`src/rtl/llsc_pkg.sv`:
```
package llsc_pkg;
  typedef enum logic [1:0] {
    OP_IDLE = 2'b00,
    OP_LL   = 2'b01,
    OP_SC   = 2'b10,
    OP_ST   = 2'b11
  } llsc_op_e;
endpackage

```
`src/rtl/llsc_age_matrix.sv`:
```
module llsc_age_matrix #(
  parameter int N = 4,
  localparam int IDX_W = (N > 1) ? $clog2(N) : 1
) (
  input  logic             clk_i,
  input  logic             rst_ni,
  input  logic             touch_i,
  input  logic [IDX_W-1:0] touch_idx_i,
  output logic [IDX_W-1:0] oldest_o
);
  // older_q[i][j] set: entry i was touched before entry j
  logic [N-1:0] older_q [N];
  logic [N-1:0] is_oldest;

  for (genvar i = 0; i < N; i++) begin : g_row
    for (genvar j = 0; j < N; j++) begin : g_col
      if (i == j) begin : g_diag
        always_ff @(posedge clk_i or negedge rst_ni)
          if (!rst_ni) older_q[i][j] <= 1'b1;
          else         older_q[i][j] <= 1'b1;
      end else begin : g_off
        always_ff @(posedge clk_i or negedge rst_ni) begin
          if (!rst_ni) older_q[i][j] <= (i < j);
          else if (touch_i && touch_idx_i == IDX_W'(i)) older_q[i][j] <= 1'b0;
          else if (touch_i && touch_idx_i == IDX_W'(j)) older_q[i][j] <= 1'b1;
        end
      end
    end
    assign is_oldest[i] = &older_q[i];
  end

  always_comb begin
    oldest_o = '0;
    for (int k = N - 1; k >= 0; k--)
      if (is_oldest[k]) oldest_o = IDX_W'(k);
  end
endmodule

```
`src/rtl/llsc_resv_table.sv`:
```
module llsc_resv_table #(
  parameter int N      = 4,
  parameter int ADDR_W = 8,
  localparam int IDX_W = (N > 1) ? $clog2(N) : 1
) (
  input  logic              clk_i,
  input  logic              rst_ni,
  input  logic [ADDR_W-1:0] q_addr_i,
  output logic              hit_o,
  input  logic              set_i,
  input  logic              consume_i,
  input  logic              snp_i,
  input  logic [ADDR_W-1:0] snp_addr_i
);
  logic [N-1:0]      valid_q;
  logic [ADDR_W-1:0] addr_q [N];
  logic [N-1:0]      q_match, s_match;
  logic [IDX_W-1:0]  hit_idx, free_idx, oldest_idx, set_idx;
  logic              any_free;

  for (genvar i = 0; i < N; i++) begin : g_cmp
    assign q_match[i] = valid_q[i] && (addr_q[i] == q_addr_i);
    assign s_match[i] = valid_q[i] && (addr_q[i] == snp_addr_i);
  end

  assign hit_o    = |q_match;
  assign any_free = ~&valid_q;

  always_comb begin
    hit_idx  = '0;
    free_idx = '0;
    for (int k = N - 1; k >= 0; k--) begin
      if (q_match[k])  hit_idx  = IDX_W'(k);
      if (!valid_q[k]) free_idx = IDX_W'(k);
    end
  end

  assign set_idx = hit_o ? hit_idx : (any_free ? free_idx : oldest_idx);

  llsc_age_matrix #(.N(N)) u_age (
    .clk_i      (clk_i),
    .rst_ni     (rst_ni),
    .touch_i    (set_i),
    .touch_idx_i(set_idx),
    .oldest_o   (oldest_idx)
  );

  for (genvar i = 0; i < N; i++) begin : g_ent
    always_ff @(posedge clk_i or negedge rst_ni) begin
      if (!rst_ni) begin
        valid_q[i] <= 1'b0;
        addr_q[i]  <= '0;
      end else if (set_i && set_idx == IDX_W'(i)) begin
        valid_q[i] <= 1'b1;
        addr_q[i]  <= q_addr_i;
      end else if ((snp_i && s_match[i]) || (consume_i && q_match[i])) begin
        valid_q[i] <= 1'b0;
      end
    end
  end
endmodule

```
`src/rtl/llsc_monitor.sv`:
```
module llsc_monitor #(
  parameter int NUM_RESV = 4,
  parameter int ADDR_W   = 8,
  parameter int DATA_W   = 16
) (
  input  logic              clk_i,
  input  logic              rst_ni,
  input  logic              req_valid_i,
  input  logic [1:0]        req_op_i,
  input  logic [ADDR_W-1:0] req_addr_i,
  input  logic [DATA_W-1:0] req_wdata_i,
  input  logic [DATA_W-1:0] mem_rdata_i,
  input  logic              snp_valid_i,
  input  logic [ADDR_W-1:0] snp_addr_i,
  input  logic              bus_lost_i,
  output logic              rsp_valid_o,
  output logic [DATA_W-1:0] rsp_data_o,
  output logic              mem_we_o,
  output logic [ADDR_W-1:0] mem_addr_o,
  output logic [DATA_W-1:0] mem_wdata_o
);
  import llsc_pkg::*;

  llsc_op_e op;
  logic     is_ll, is_sc, is_st, snp_same, resv_hit, sc_ok;

  assign op       = llsc_op_e'(req_op_i);
  assign is_ll    = req_valid_i && (op == OP_LL);
  assign is_sc    = req_valid_i && (op == OP_SC);
  assign is_st    = req_valid_i && (op == OP_ST);
  assign snp_same = snp_valid_i && (snp_addr_i == req_addr_i);
  assign sc_ok    = is_sc && resv_hit && !snp_same && !bus_lost_i;

  llsc_resv_table #(.N(NUM_RESV), .ADDR_W(ADDR_W)) u_table (
    .clk_i     (clk_i),
    .rst_ni    (rst_ni),
    .q_addr_i  (req_addr_i),
    .hit_o     (resv_hit),
    .set_i     (is_ll && !snp_same),
    .consume_i (is_sc),
    .snp_i     (snp_valid_i),
    .snp_addr_i(snp_addr_i)
  );

  always_ff @(posedge clk_i or negedge rst_ni) begin
    if (!rst_ni) begin
      rsp_valid_o <= 1'b0;
      rsp_data_o  <= '0;
      mem_we_o    <= 1'b0;
      mem_addr_o  <= '0;
      mem_wdata_o <= '0;
    end else begin
      rsp_valid_o <= is_ll || is_sc;
      mem_we_o    <= is_st || sc_ok;
      if (is_ll)      rsp_data_o <= mem_rdata_i;
      else if (is_sc) rsp_data_o <= DATA_W'(sc_ok);
      if (req_valid_i) begin
        mem_addr_o  <= req_addr_i;
        mem_wdata_o <= req_wdata_i;
      end
    end
  end
endmodule

```
`config.mk`:
```
export PLATFORM = sky130hd
export DESIGN_NAME = llsc_monitor
export DESIGN_NICKNAME = d
export VERILOG_FILES = /design/src/rtl/llsc_pkg.sv /design/src/rtl/llsc_age_matrix.sv /design/src/rtl/llsc_resv_table.sv /design/src/rtl/llsc_monitor.sv
export SDC_FILE = /design/constraint.sdc
export NUM_CORES = 1
export LEC_CHECK = 0
export ABC_AREA = 1
export BUFFER_PORTS_ARGS = -buffer_cell sky130_fd_sc_hd__buf_2
export CAP_MARGIN = 0
export CORE_MARGIN = 2
export CORE_UTILIZATION = 52
export CTS_BUF_LIST = sky130_fd_sc_hd__clkbuf_4
export DETAILED_ROUTE_END_ITERATION = 10
export HOLD_SLACK_MARGIN = 0.03
export PLACE_DENSITY = 0.9
export SETUP_SLACK_MARGIN = 0.5
export SLEW_MARGIN = 20
export SYNTH_ARGS = -nofsm -noshare
export SYNTH_HDL_FRONTEND = slang
export SYNTH_SLANG_ARGS = --single-unit
```
`constraint.sdc`:
```
create_clock -name clk_i -period 1.75 [get_ports clk_i]
set_input_delay 0.35 -clock clk_i [delete_from_list [all_inputs] [get_ports clk_i]]
set_output_delay 0.35 -clock clk_i [all_outputs]
set_load 0.01 [all_outputs]
```
# Word level (Yosys, flattened, before mapping)
# Index checks and enable logic that the tools add are counted.
[classes]
reduce_logical = 54
mux = 40
n_eq_ne = 15
[ops]
columns = ["cell", "count"]
rows = [
  ["8-bit == test", 9],
  ["16-bit two-way mux", 2],
  ["1-bit logical AND", 28],
  ["2-bit two-way mux", 14],
  ["1-bit two-way mux", 24],
  ["2-bit nonzero test", 11],
  ["3-bit AND reduction", 4],
  ["2-bit == test, second input constant", 4],
  ["1-bit logical OR", 6],
  ["2-bit by 1-bit == test with 1-bit output, second input constant", 2],
  ["4-bit AND reduction", 1],
  ["4-bit OR reduction", 1],
  ["1-bit logical NOT", 2],
  ["2-bit logical NOT", 1],
]
[word_totals]
regBits = 90

# Logic depth before layout (Yosys ltp)
[logic_depth]
word_depth = 11
ltp_mapped = 16

# Cells and area by module
# A second synthesis with hierarchy kept.
[hier_totals]
cells_unflattened = 657
hier_area_um2 = 5263.8
[by_module_without_submodules]
columns = ["mod", "n_inst", "cells_each", "area_per_inst_um2", "seq_area_each_um2"]
rows = [
  ["llsc_resv_table", 1, 422, 2912.8, 900.9],
  ["llsc_monitor", 1, 177, 1850.5, 1051.0],
  ["llsc_age_matrix", 1, 58, 500.5, 307.8],
]

# Worst setup path after synthesis
# No wires, ideal clock.
[synth_timing]
path_type = "input-to-reg"
from = "input req_addr_i[7]"
to = "register u_table.addr_q[21] (netlist name)"
arrival_time_ps = 1672
path_stages = 12
n_path_buf = 2
setup_slack_ps = -39
setup_time_ps = 117
cell_sequence = "buf_6 inv_4 nor2_2 nor3_2 nand3_1 nor2_4 nor2_2 a21oi_4 nand2_2 buf_6 nand2_1 nand2_1"
[synth_between]
elab_chain_cells = 9
elab_cells_between_ends = 20
[synth_lines]
columns = ["item", "line_no", "text"]
rows = [
  ["from (decl)", "llsc_monitor.sv:10", "input logic [ADDR_W-1:0] req_addr_i,"],
  ["8-bit == test", "llsc_resv_table.sv:22", "assign q_match[i] = valid_q[i] && (addr_q[i] == q_addr_i);"],
  ["1-bit logical AND", "llsc_resv_table.sv:22", ""],
  ["2-bit two-way mux (4 in a row)", "llsc_resv_table.sv:33", "if (q_match[k]) hit_idx = IDX_W'(k);"],
  ["2-bit two-way mux", "llsc_resv_table.sv:38", "assign set_idx = hit_o ? hit_idx : (any_free ? free_idx : oldest_idx);"],
  ["2-bit by 1-bit == test with 1-bit output", "llsc_resv_table.sv:53", "end else if (set_i && set_idx == IDX_W'(i)) begin"],
  ["1-bit logical AND (*)", "llsc_resv_table.sv:53", ""],
  ["to (signal, indexed assignment)", "llsc_resv_table.sv:55", "addr_q[i] <= q_addr_i;"],
  ["to (decl)", "llsc_resv_table.sv:16", "logic [ADDR_W-1:0] addr_q [N];"],
]
# Every way passes the cells marked *; elsewhere a longest branch is shown, timed or not.
# A chain may end at the register's enable or synchronous reset.

# Final worst setup path
[layout_timing]
from = "register u_table.addr_q[6] (netlist name)"
to = "register u_table.addr_q[0] (netlist name)"
[layout_between]
elab_chain_cells = 9
elab_cells_between_ends = 10
[layout_lines]
columns = ["item", "line_no"]
rows = [
  ["8-bit == test (*)", "llsc_resv_table.sv:22"],
  ["1-bit logical AND (*)", "llsc_resv_table.sv:22"],
  ["2-bit two-way mux (4 in a row)", "llsc_resv_table.sv:33"],
  ["2-bit two-way mux (*)", "llsc_resv_table.sv:38"],
  ["2-bit == test (*)", "llsc_resv_table.sv:53"],
  ["1-bit logical AND (*)", "llsc_resv_table.sv:53"],
]
# Marks and branches as above.

==> flow_summary.yaml <==
run_status:
  status: "finished with violations"
  violations: "negative setup slack"
sta:
  worstMarginPinSlew_ns: 0.458
  clock_skew_ns: 0.0303
  setup_violations: 50
  timing.final.crit_share_pct: 117
  slew_viol_final: 0
  layout_setup_ws_ns: -0.306
  hold_viol_final: 0
  rsz0062_at_grt: "yes"
  setup_tns_ns: -11.37
  fmax_ghz: 0.486
  min_period_ns: 2.06
  relSlewSlack_pct: 69.4
placement:
  port_buffers: 96
  routabilityCongestion: 1.00
  dpl-instance-area_um2: 6100
  dp_hpwl_um: 12000
clocking:
  cts_max_level: 3
  clockBufferDepth: 2
  cts_tree: "yes"
  numCtsBuffers: 9
  path_clk_slew_ns: 0.18
  clk-insertion-delay-late_ns: 0.48
  cts.sinks: 90
  cts_root_buf: "clkbuf_4"
power_and_ir_drop:
  p_seq_share_pct: 32.7
  power_frac_clock_pct: 11.2
  p_leak_uw: 0.00375
  p_sw_uw: 4830
  p_comb_share_pct: 56.2
  power-per-cell-area_nw_per_um2: 1470
  vdd_drop_max_mv: 0.789
  intPower_uw: 5540
  swShare_pct: 46.6
hold_path:
  min_path_type: "in2reg"
  hp-start: "req_wdata_i[12]"
logic_synthesis:
  async_flop_share_pct: 100
  netlist_area_um2: 4820
  synth_top_area_cell: "dfrtp_1"
  syn_inst: 632
  synth_flop_cell: "dfrtp_1"
  synth.area.top_cells: "dfrtp_1, nand2_1, nand3_1"
  syn-num-nets: 687
  synth_top_area_share_pct: 43.6
  synth_seq_area_share_pct: 46.8
  synth_edf_count: 0
  ys_ff_latch: 90
  synthTopCellsByCount: "nand2_1, dfrtp_1, nand3_1"
  synthDistinctLibCells: 35
  syn_avg_cell_area_um2: 7.63
  yosysWarnings: 0
  yosysMostFrequentCell: "nand2_1"
grt:
  grt_pass1_wl_um: 27500
  grt_antenna_before_repair: 0
  globalRoute.totalOverflow: 0
  grt_use_total_pct: 35.8
  grt_max_degree: 33
  grt_pass1_vias: 5385
worst_setup_path:
  worst-path-max-fanout: 6
  start_kind: "register"
  critical_path_required_ns: 2.10
  cp-end-kind: "register"
  worst-endpoint-arrival_ns: 2.41
  reg2reg_from: "u_table.addr_q[6]$_DFFE_PN0P_"
  startpoint: "u_table.addr_q[6]$_DFFE_PN0P_"
  crit_type: "reg2reg"
detailed_routing:
  drc_errors: 0
  antenna_left: 0
  avgRoutedWirePerCell_um: 20.6
  dr.pass1.iters: 7
  wirelength_um: 20100
  drt_iter0_drc: 1017
  via_per_inst: 6.06
  via_count: 5896
final_layout:
  nets: 912
  diodes: 0
  syn2layout_area_growth_pct: 46.6
  final_core_util_pct: 77.6
  design_area_um2: 7070
  drive_above_1_share_pct: 45.2
flow_run:
  cap_violations: 0
floorplan:
  io_pins: 97
  die_w_um: 100
  initial_core_util_pct: 53.0
  num_rows: 35
  core_area_um2: 9110
  fp.dieH_um: 100
  fp.dieArea_um2: 10100
[area by class of cell]
class,count,area [um2]
clock buffer,9,67.6
clock inverter,7,57.6
fill,541,2040
inverter,53,229
multi-input combinational,464,2640
sequential,90,2260
tap,111,139
timing repair buffer,239,1680
[cells by family after synthesis]
kind of cell / count (synthesis) / synth area share (%)
simple gates: 374 / 32.8
flops: 90 / 46.8
buf+inv: 82 / 8.43
compound gates: 67 / 8.51
xor+xnor: 19 / 3.45
[power by group through the flow]
stage / Clock (uW) / Combinational, uW / Sequential, uW
2_1_floorplan: 0 / 2300 / 3220
3_3_place_gp: 0 / 3830 / 3250
3_5_place_dp: 0 / 3940 / 3270
4_1_cts: 1130 / 4920 / 3250
5_1_grt: 1240 / 6070 / 3410
6_report: 1160 / 5820 / 3380
[state kept, by name, summed over array words and instances (netlist names)]
register and cells:
mem_addr_o 8, mem_wdata_o 16, mem_we_o 1, rsp_data_o 16, rsp_valid_o 1, u_table.addr_q 32, u_table.u_age.older_q 12, u_table.valid_q 4
[timing repair]
item                                   in CTS  in global routing
endpoints found under the hold margin      14                  0
hold buffers                                1                  0
pin swaps                                  36                 31
gates resized for setup                    75                 65
gates cloned                                4                  1
setup endpoints to repair                  92                 92
setup buffers                              22                 19
[worst max-delay path, stage by stage, from the launching register on]
cell and delay (ns):
dfrtp_1 0.44, inv_1 0.10, nand2_2 0.11, nand2_2 0.07, nor2_4 0.10, nand3_2 0.12, o21ai_2 0.22, nand2_2 0.12
nand2_4 0.11, buf_6 0.13, nand3_4 0.13, o21bai_1 0.21, nand2_1 0.09
[layer usage]
metal | up-vias | track usage, % | wire (um)
li1 | 2484 | - | -
met1 | 2669 | 44.5 | 6810
met2 | 550 | 58.6 | 9090
met3 | 193 | 7.45 | 2450
met4 | 0 | 19.1 | 1720
met5 | - | 0 | 0
[metrics by stage]
stage	power (uW)	setup WS (ns)	hold slack, ns	cells
floorplan	5520	-0.000362	0.0544	632
finish	10400	-0.306	0.0712	973
CTS	9300	-0.0836	0.0816	953
detailed placement	7220	-0.345	0.277	910
global route	10700	-0.336	0.0811	973
global placement	7070	-0.311	0.269	910
[worst paths after layout]
check / endpoint / slack [ns] / cells after the start
setup / recovery: u_table.addr_q[0]$_DFFE_PN0P_ / -0.31 / 12
min in group asynchronous: u_table.valid_q[3]$_DFFE_PN0P_ / 0.31 / 2
setup reg to reg: u_table.addr_q[0]$_DFFE_PN0P_ / -0.31 / 12
hold / removal: mem_wdata_o[12]$_DFFE_PN0P_ / 0.07 / 3
max in group asynchronous: rsp_data_o[2]$_DFFE_PN0P_ / 0.83 / 3
hold reg to reg: mem_wdata_o[0]$_DFFE_PN0P_ / 0.49 / 2
[cell usage in the layout, fill, tap and decap left out, types with 11 or more instances in the layout]
cell | synthesis | layout
nand3_1 | 44 | 30
nand3_2 | 2 | 13
nor2_1 | 30 | 17
dfrtp_1 | 84 | 80
nand4_1 | 18 | 18
nand2_2 | 4 | 42
buf_6 | 8 | 16
nand2_1 | 259 | 210
inv_1 | 42 | 33
o21ai_0 | 26 | 16
buf_2 | 7 | 93
buf_4 | 6 | 124
inv_2 | 7 | 11
xor2_1 | 12 | 12
o22ai_1 | 13 | 13
Power figures use the tool's default switching activity.
